[src/rtl/trim_seq_pkg.sv]
package trim_seq_pkg;

   typedef enum logic [2:0] {
      ST_IDLE,
      ST_CHECK,
      ST_SET,
      ST_SMP,
      ST_CAP,
      ST_DONE
   } seq_state_t;

   typedef enum logic [2:0] {
      PH_FETCH,
      PH_STAGE,
      PH_STROBE,
      PH_RELEASE,
      PH_CONFIRM
   } seq_phase_t;

   function automatic seq_phase_t phase_after(seq_phase_t p);
      case (p)
         PH_FETCH:   return PH_STAGE;
         PH_STAGE:   return PH_STROBE;
         PH_STROBE:  return PH_RELEASE;
         PH_RELEASE: return PH_CONFIRM;
         default:    return PH_FETCH;
      endcase
   endfunction

   function automatic logic phase_reads(seq_phase_t p);
      return (p == PH_FETCH) || (p == PH_CONFIRM);
   endfunction

endpackage

[src/rtl/trim_cfg_check.sv]
module trim_cfg_check #(
   parameter int MAX_ENTRIES = 7,
   parameter int CNT_W       = 4,
   parameter int POS_W       = 4,
   parameter int DAT_W       = 8
) (
   input  logic [CNT_W-1:0]             entry_count,
   input  logic [MAX_ENTRIES*POS_W-1:0] tbl_msb,
   input  logic [MAX_ENTRIES*POS_W-1:0] tbl_lsb,
   output logic                         cfg_bad
);

   localparam logic [POS_W-1:0] TOP_BIT = POS_W'(DAT_W - 1);

   logic [MAX_ENTRIES-1:0] ent_bad;
   logic                   count_bad;

   assign count_bad = entry_count > CNT_W'(MAX_ENTRIES);

   for (genvar i = 0; i < MAX_ENTRIES; i++) begin : g_ent
      logic [POS_W-1:0] hi;
      logic [POS_W-1:0] lo;
      assign hi = tbl_msb[i*POS_W +: POS_W];
      assign lo = tbl_lsb[i*POS_W +: POS_W];
      // only entries that will be used are judged
      assign ent_bad[i] = (entry_count > CNT_W'(i)) && ((hi > TOP_BIT) || (hi < lo));
   end

   assign cfg_bad = count_bad | (|ent_bad);

endmodule

[src/rtl/trim_entry_sel.sv]
module trim_entry_sel #(
   parameter int MAX_ENTRIES    = 7,
   parameter int CNT_W          = 4,
   parameter int ADR_W          = 5,
   parameter int POS_W          = 4,
   parameter int DAT_W          = 8,
   parameter bit MERGE_READBACK = 1'b1
) (
   input  logic [CNT_W-1:0]             idx,
   input  logic [MAX_ENTRIES*ADR_W-1:0] tbl_adr,
   input  logic [MAX_ENTRIES*POS_W-1:0] tbl_msb,
   input  logic [MAX_ENTRIES*POS_W-1:0] tbl_lsb,
   input  logic [MAX_ENTRIES*DAT_W-1:0] tbl_val,
   input  logic [DAT_W-1:0]             readback,
   output logic [ADR_W-1:0]             sel_adr,
   output logic [DAT_W-1:0]             sel_mask,
   output logic [DAT_W-1:0]             wr_data
);

   logic [POS_W-1:0] sel_msb;
   logic [POS_W-1:0] sel_lsb;
   logic [DAT_W-1:0] sel_val;
   logic [DAT_W-1:0] field_bits;

   always_comb begin
      sel_adr = '0;
      sel_msb = '0;
      sel_lsb = '0;
      sel_val = '0;
      for (int i = 0; i < MAX_ENTRIES; i++) begin
         if (idx == CNT_W'(i)) begin
            sel_adr = tbl_adr[i*ADR_W +: ADR_W];
            sel_msb = tbl_msb[i*POS_W +: POS_W];
            sel_lsb = tbl_lsb[i*POS_W +: POS_W];
            sel_val = tbl_val[i*DAT_W +: DAT_W];
         end
      end
   end

   for (genvar b = 0; b < DAT_W; b++) begin : g_mask
      assign sel_mask[b] = (POS_W'(b) >= sel_lsb) && (POS_W'(b) <= sel_msb);
   end

   assign field_bits = (sel_val << sel_lsb) & sel_mask;

   if (MERGE_READBACK) begin : g_merge
      assign wr_data = (readback & ~sel_mask) | field_bits;
   end else begin : g_overwrite
      logic unused_readback;
      assign unused_readback = ^readback;
      assign wr_data = field_bits;
   end

endmodule

[src/rtl/trim_port_fsm.sv]
module trim_port_fsm
   import trim_seq_pkg::*;
#(
   parameter int CNT_W       = 4,
   parameter int ADR_W       = 5,
   parameter int DAT_W       = 8,
   parameter int DUMMY_READS = 2,
   localparam int WORD_W     = DAT_W + ADR_W + 1,
   localparam int SMP_W      = (DUMMY_READS > 1) ? $clog2(DUMMY_READS) : 1
) (
   input  logic              clk,
   input  logic              rst_n,
   input  logic              start,
   input  logic              legacy_mode,
   input  logic [CNT_W-1:0]  entry_count,
   input  logic              cfg_bad,
   input  logic [ADR_W-1:0]  sel_adr,
   input  logic [DAT_W-1:0]  wr_data,
   input  logic [DAT_W-1:0]  test_rdata,
   output logic [CNT_W-1:0]  idx,
   output logic [DAT_W-1:0]  cap_q,
   output logic [WORD_W-1:0] test_word,
   output logic              test_sample,
   output logic              busy,
   output logic              done,
   output logic              cfg_err
);

   localparam logic [SMP_W-1:0] LAST_SMP = SMP_W'(DUMMY_READS - 1);

   seq_state_t       state;
   seq_phase_t       phase;
   logic [SMP_W-1:0] smp_cnt;
   logic [CNT_W-1:0] last_idx;
   logic             on_port;

   assign last_idx = entry_count - CNT_W'(1);

   always_ff @(posedge clk or negedge rst_n) begin
      if (!rst_n) begin
         state   <= ST_IDLE;
         phase   <= PH_FETCH;
         idx     <= '0;
         smp_cnt <= '0;
         cap_q   <= '0;
         cfg_err <= 1'b0;
      end else begin
         case (state)
            ST_IDLE, ST_DONE: begin
               if (start) begin
                  state   <= ST_CHECK;
                  cfg_err <= 1'b0;
               end
            end
            ST_CHECK: begin
               idx   <= '0;
               phase <= PH_FETCH;
               if (cfg_bad) begin
                  cfg_err <= 1'b1;
                  state   <= ST_DONE;
               end else if (legacy_mode || (entry_count == '0)) begin
                  state <= ST_DONE;
               end else begin
                  state <= ST_SET;
               end
            end
            ST_SET: begin
               smp_cnt <= '0;
               state   <= ST_SMP;
            end
            ST_SMP: begin
               if (smp_cnt == LAST_SMP) begin
                  if (phase_reads(phase)) begin
                     state <= ST_CAP;
                  end else begin
                     phase <= phase_after(phase);
                     state <= ST_SET;
                  end
               end else begin
                  smp_cnt <= smp_cnt + 1'b1;
               end
            end
            ST_CAP: begin
               if (phase == PH_FETCH) begin
                  cap_q <= test_rdata;
                  phase <= PH_STAGE;
                  state <= ST_SET;
               end else if (idx == last_idx) begin
                  state <= ST_DONE;
               end else begin
                  idx   <= idx + 1'b1;
                  phase <= PH_FETCH;
                  state <= ST_SET;
               end
            end
            default: state <= ST_IDLE;
         endcase
      end
   end

   assign on_port     = (state == ST_SET) || (state == ST_SMP) || (state == ST_CAP);
   assign test_sample = (state == ST_SMP) || (state == ST_CAP);
   assign busy        = (state != ST_IDLE) && (state != ST_DONE);
   assign done        = (state == ST_DONE);

   always_comb begin
      test_word = '0;
      if (on_port) begin
         if (phase_reads(phase))
            test_word = {DAT_W'(1), sel_adr, 1'b0};
         else
            test_word = {wr_data, sel_adr, phase == PH_STROBE};
      end
   end

   a_r2_hold_while_sampling: assert property (@(posedge clk) disable iff (!rst_n)
      test_sample |-> $stable(test_word));

   a_r2_present_then_sample: assert property (@(posedge clk) disable iff (!rst_n)
      (busy && !test_sample && (test_word != '0)) |=> test_sample);

   a_r4_strobe_after_settle: assert property (@(posedge clk) disable iff (!rst_n)
      $rose(test_word[0]) |-> $past(test_sample));

   a_r8_skip_without_access: assert property (@(posedge clk) disable iff (!rst_n)
      (state == ST_CHECK && legacy_mode && !cfg_bad) |=> (done && test_word == '0));

   a_r10_error_blocks_port: assert property (@(posedge clk) disable iff (!rst_n)
      (state == ST_CHECK && cfg_bad) |=> (cfg_err && done && test_word == '0));

   a_r9_idle_quiet: assert property (@(posedge clk) disable iff (!rst_n)
      !busy |-> (test_word == '0 && !test_sample));

   a_r7_index_in_range: assert property (@(posedge clk) disable iff (!rst_n)
      on_port |-> (idx < entry_count));

endmodule

[src/rtl/trim_prog_seq.sv]
module trim_prog_seq #(
   parameter int MAX_ENTRIES    = 7,
   parameter int CNT_W          = 4,
   parameter int ADR_W          = 5,
   parameter int POS_W          = 4,
   parameter int DAT_W          = 8,
   parameter int DUMMY_READS    = 2,
   parameter bit MERGE_READBACK = 1'b1,
   localparam int WORD_W        = DAT_W + ADR_W + 1
) (
   input  logic                         clk,
   input  logic                         rst_n,
   input  logic                         start,
   input  logic                         legacy_mode,
   input  logic [CNT_W-1:0]             entry_count,
   input  logic [MAX_ENTRIES*ADR_W-1:0] tbl_adr,
   input  logic [MAX_ENTRIES*POS_W-1:0] tbl_msb,
   input  logic [MAX_ENTRIES*POS_W-1:0] tbl_lsb,
   input  logic [MAX_ENTRIES*DAT_W-1:0] tbl_val,
   output logic [WORD_W-1:0]            test_word,
   input  logic [DAT_W-1:0]             test_rdata,
   output logic                         test_sample,
   output logic                         busy,
   output logic                         done,
   output logic                         cfg_err
);

   if (MAX_ENTRIES < 1 || MAX_ENTRIES >= (1 << CNT_W)) begin : g_bad_entries
      $error("MAX_ENTRIES must be 1..2**CNT_W-1");
   end
   if ((1 << POS_W) <= DAT_W) begin : g_bad_pos
      $error("POS_W too narrow to reach an out-of-range msb");
   end
   if (DUMMY_READS < 1) begin : g_bad_dummy
      $error("DUMMY_READS must be at least 1");
   end

   logic             cfg_bad;
   logic [CNT_W-1:0] idx;
   logic [ADR_W-1:0] sel_adr;
   logic [DAT_W-1:0] sel_mask;
   logic [DAT_W-1:0] wr_data;
   logic [DAT_W-1:0] cap_q;

   trim_cfg_check #(
      .MAX_ENTRIES (MAX_ENTRIES),
      .CNT_W       (CNT_W),
      .POS_W       (POS_W),
      .DAT_W       (DAT_W)
   ) u_check (
      .entry_count (entry_count),
      .tbl_msb     (tbl_msb),
      .tbl_lsb     (tbl_lsb),
      .cfg_bad     (cfg_bad)
   );

   trim_entry_sel #(
      .MAX_ENTRIES    (MAX_ENTRIES),
      .CNT_W          (CNT_W),
      .ADR_W          (ADR_W),
      .POS_W          (POS_W),
      .DAT_W          (DAT_W),
      .MERGE_READBACK (MERGE_READBACK)
   ) u_sel (
      .idx      (idx),
      .tbl_adr  (tbl_adr),
      .tbl_msb  (tbl_msb),
      .tbl_lsb  (tbl_lsb),
      .tbl_val  (tbl_val),
      .readback (cap_q),
      .sel_adr  (sel_adr),
      .sel_mask (sel_mask),
      .wr_data  (wr_data)
   );

   trim_port_fsm #(
      .CNT_W       (CNT_W),
      .ADR_W       (ADR_W),
      .DAT_W       (DAT_W),
      .DUMMY_READS (DUMMY_READS)
   ) u_fsm (
      .clk         (clk),
      .rst_n       (rst_n),
      .start       (start),
      .legacy_mode (legacy_mode),
      .entry_count (entry_count),
      .cfg_bad     (cfg_bad),
      .sel_adr     (sel_adr),
      .wr_data     (wr_data),
      .test_rdata  (test_rdata),
      .idx         (idx),
      .cap_q       (cap_q),
      .test_word   (test_word),
      .test_sample (test_sample),
      .busy        (busy),
      .done        (done),
      .cfg_err     (cfg_err)
   );

   if (MERGE_READBACK) begin : g_merge_chk
      // outside the field, the written byte carries the captured read-back
      a_r6_neighbours_kept: assert property (@(posedge clk) disable iff (!rst_n)
         test_word[0] |-> ((test_word[WORD_W-1 -: DAT_W] & ~sel_mask) == (cap_q & ~sel_mask)));
   end

   // the address field of the port word always names the selected entry
   a_r1_addr_field: assert property (@(posedge clk) disable iff (!rst_n)
      (test_word != '0) |-> (test_word[ADR_W:1] == sel_adr));

endmodule

[config.mk]
export PLATFORM = sky130hd
export DESIGN_NAME = trim_prog_seq
export DESIGN_NICKNAME = d
export VERILOG_FILES = /design/src/rtl/trim_seq_pkg.sv /design/src/rtl/trim_cfg_check.sv /design/src/rtl/trim_entry_sel.sv /design/src/rtl/trim_port_fsm.sv /design/src/rtl/trim_prog_seq.sv
export SDC_FILE = /design/constraint.sdc
export NUM_CORES = 1
export LEC_CHECK = 0
export ABC_AREA = 1
export ABC_CLOCK_PERIOD_IN_PS = 4880
export BUFFER_PORTS_ARGS = -buffer_cell sky130_fd_sc_hd__buf_2
export CAP_MARGIN = 15
export CORE_ASPECT_RATIO = 0.8
export CORE_MARGIN = 2
export CORE_UTILIZATION = 50
export DETAILED_ROUTE_END_ITERATION = 6
export PLACE_DENSITY = 0.8
export SLEW_MARGIN = 30
export SYNTH_ARGS = -nofsm -noshare
export SYNTH_HDL_FRONTEND = slang
export SYNTH_SLANG_ARGS = --single-unit
[constraint.sdc]
create_clock -name clk -period 4.88 [get_ports clk]
set_clock_uncertainty 0.05 [all_clocks]
set_input_delay 0.488 -clock clk [delete_from_list [all_inputs] [get_ports clk]]
set_output_delay 0.488 -clock clk [all_outputs]
set_load 0.05 [all_outputs]
==> impl_metrics.toml <==
[outcome]
status = "complete, no violations"

[placed_design]
port_buffers = 180
placedInstanceArea_um2 = 5110
dp_hpwl_um = 11600
dp_cells = 1065
gp_congestion = 0.957

[sta]
final_hold_viol_count = 0
finalSetupViolCount = 0
rsz0062_at_grt = "false"
maxSlewHeadroom_pct = 38.8
worst_slew_pin_slew_ps = 919
holdWs_ps = 123
fmax_mhz = 231
final_max_slew_viol_count = 0
finalCritPeriodShare_pct = 88.9
setup_tns_ps = 0
period_minus_slack_ps = 4340

[routing]
routedWlPerCell_um = 13.1
vias_per_cell = 5.10
first_pass_iters = 5
drc = 0
drtAntennaViolNets = 0
finalWirelength_um = 14000
drt-initial-drc-count = 391
vias = 5455

[clock_network]
cts_num_sinks = 20
cts_made_buffers = 3
cts_resized = 0
cts_tree = "yes"
hold_buffers = 0
clockBufferDepth = 2
clock_latency_ps = 270
htree_levels = 1
cts-root-buf = "clkbuf_8"
clk_pin_slew_ps = 90
cts_setup_buffers = 0

[pwr]
p_per_area_nw_per_um2 = 444
vdd_drop_max_mv = 0.513
p_leak_nw = 3.18

[yosys]
syn-cell-area_um2 = 4190
syn_inst = 800
syn_nets = 991
synth_top_cell_area_share_pct = 22.3
synth-seq-area-share_pct = 12.0
syn_area_per_cell_um2 = 5.23
synth.ff_latch_count = 20
yosysWarnings = 0
yosys.area.top_type = "nand2_1"
synthTopCellsByArea = "nand2_1, inv_1, dfrtp_1"
synth_cell_types = 37

[flow_run]
maxCapViolCount = 0

[layout]
layout-drive-gt1-share_pct = 23.1
layout_common_cells = "nand2_1, buf_2, inv_1"
layout_commonest_cell = "nand2_1"
antenna_cells = 0
fin_area_um2 = 5180
final_nets = 1153
stdcell_count = 1069
fillers = 852
syn_to_final_growth_pct = 23.7
post-route-util_pct = 64.6

[floorplan]
fp-row-count = 29
io_pins = 181
core_um2 = 8020
die_h_um = 85.8
fp.dieW_um = 106
fp.dieArea_um2 = 9120
start_util_pct = 52.2

[global_route]
grt.total_usage_pct = 30.5
grt_max_degree = 36
grt_pass1_vias = 5031
grt_pass1_wl_um = 22500
antenna_found_initial = 0
gr-total-overflow = 0

[setup_path]
crit_chain = "nor2_2 > nand2_2 > o21ai_0 > inv_1 > nand2_1 > nand2_1 > a21oi_1 > nand2_1 > nand3_1 > nand2_1 > nand2_1 > nand3_1 > nand2_1 > inv_1 > buf_2"
crit_family = "simple AND/OR/NAND/NOR gates"
worst-endpoint-arrival_ps = 3800
critPathSlowestCell = "a21oi_1"
cp_max_fo = 19
end_kind = "primary output"
worstPathRequired_ps = 4340
cp_common_cell = "nand2_1"
critPathLaunchType = "flop"
path_class = "reg2out"
max_stage_delay_ps = 710
worst-path-buf-inv = 3

[hold_path]
min_path_type = "in2async"
[Yosys cell counts]
cell type / n
nand4_1: 11
o211ai_1: 6
mux2_2: 2
nor4_1: 1
a31oi_1: 6
nor3_1: 2
or2_1: 2
a21oi_1: 37
buf_1: 2
a21oi_2: 1
buf_6: 3
nand2_1: 249
nor2_4: 3
dfrtp_1: 20
o21ai_1: 4
nand2_2: 8
buf_2: 13
a21oi_4: 1
clkbuf_1: 8
or2_2: 2
clkinv_1: 1
or2_0: 3
nand3_2: 4
xor2_1: 1
a21o_1: 1
a21boi_0: 1
buf_4: 2
nand3b_1: 5
xnor2_1: 2
nor2_2: 1
nor2_1: 81
ha_1: 28
nand3_1: 96
o21ai_0: 44
nand2_4: 1
inv_2: 10
inv_1: 138
[cell type report]
class                           instances  area, um2  area share [%]
Multi-Input combinational cell        603       2970            57.4
Timing Repair Buffer                  185        938            18.1
Inverter                              149        559            10.8
Sequential cell                        20        500            9.66
Tap cell                              108        135            2.61
Clock buffer                            3       41.3           0.797
Clock inverter                          1       30.0           0.580
[stage by stage]
stage               total power, mW  setup WS, ps
floorplan                      1.65          1720
global placement               2.09          1070
CTS                            2.28           626
detailed placement             2.09           957
global route                   2.56           254
finish                         2.30           542
[final timing paths]
kind / end / slack (ps) / start / cells past startpoint
setup / recovery: test_word[13] / 540 / u_fsm.idx[2] / 15
hold / removal: u_fsm.cap_q[6] / 120 / rst_n / 1
setup reg to reg: u_fsm.idx[3] / 2650 / u_fsm.state[2] / 8
hold reg to reg: u_fsm.smp_cnt / 460 / u_fsm.smp_cnt / 2
max in group asynchronous: u_fsm.cap_q[3] / 4310 / rst_n / 1
min in group clk: u_fsm.cap_q[1] / 400 / test_rdata[1] / 2
[where the power goes]
| group | internal (mW) | switching, mW | leakage, nW |
|---|---|---|---|
| Clock | 0.110 | 0.0652 | 0.0357 |
| Sequential | 0.228 | 0.0396 | 0.247 |
| Combinational | 0.575 | 1.28 | 2.90 |
[flip-flops by register name, indices dropped and copies added, names as in the netlist]
name	count
u_fsm.phase	3
u_fsm.cap_q	8
u_fsm.idx	4
u_fsm.cfg_err	1
u_fsm.smp_cnt	1
u_fsm.state	3
[metal layers]
layer | track usage, % | share of wire, % | up-vias | wire [um]
met2 | 52.0 | 44 | 258 | 6210
li1 | - | - | 2826 | -
met5 | 0 | 0 | - | 0
met4 | 12.9 | 3.8 | 0 | 534
met1 | 38.2 | 42 | 2325 | 5940
met3 | 5.24 | 9.6 | 46 | 1340
[cell families (layout without fill, tap and decap cells)]
kind of cell	after synthesis	count (layout)	share of synthesized area, %
AND/OR/NAND/NOR	469	469	48.4
buffers and inverters	177	338	17.0
AO/OA/AOI/OAI	101	101	13.1
adder cells (fa/ha/maj)	28	28	8.37
flip-flops	20	20	12.0
XOR/XNOR	3	3	0.628
multiplexers	2	2	0.538
[worst register-to-register path, stage by stage (launching register included)]
cell,delay [ps]
dfrtp_1,450
nand2_1,150
inv_1,140
nand2_1,450
nand2_1,160
a21oi_1,340
nand4_1,160
o21ai_0,170
a21oi_1,50
No activity file was read; power rests on OpenSTA's default activity.
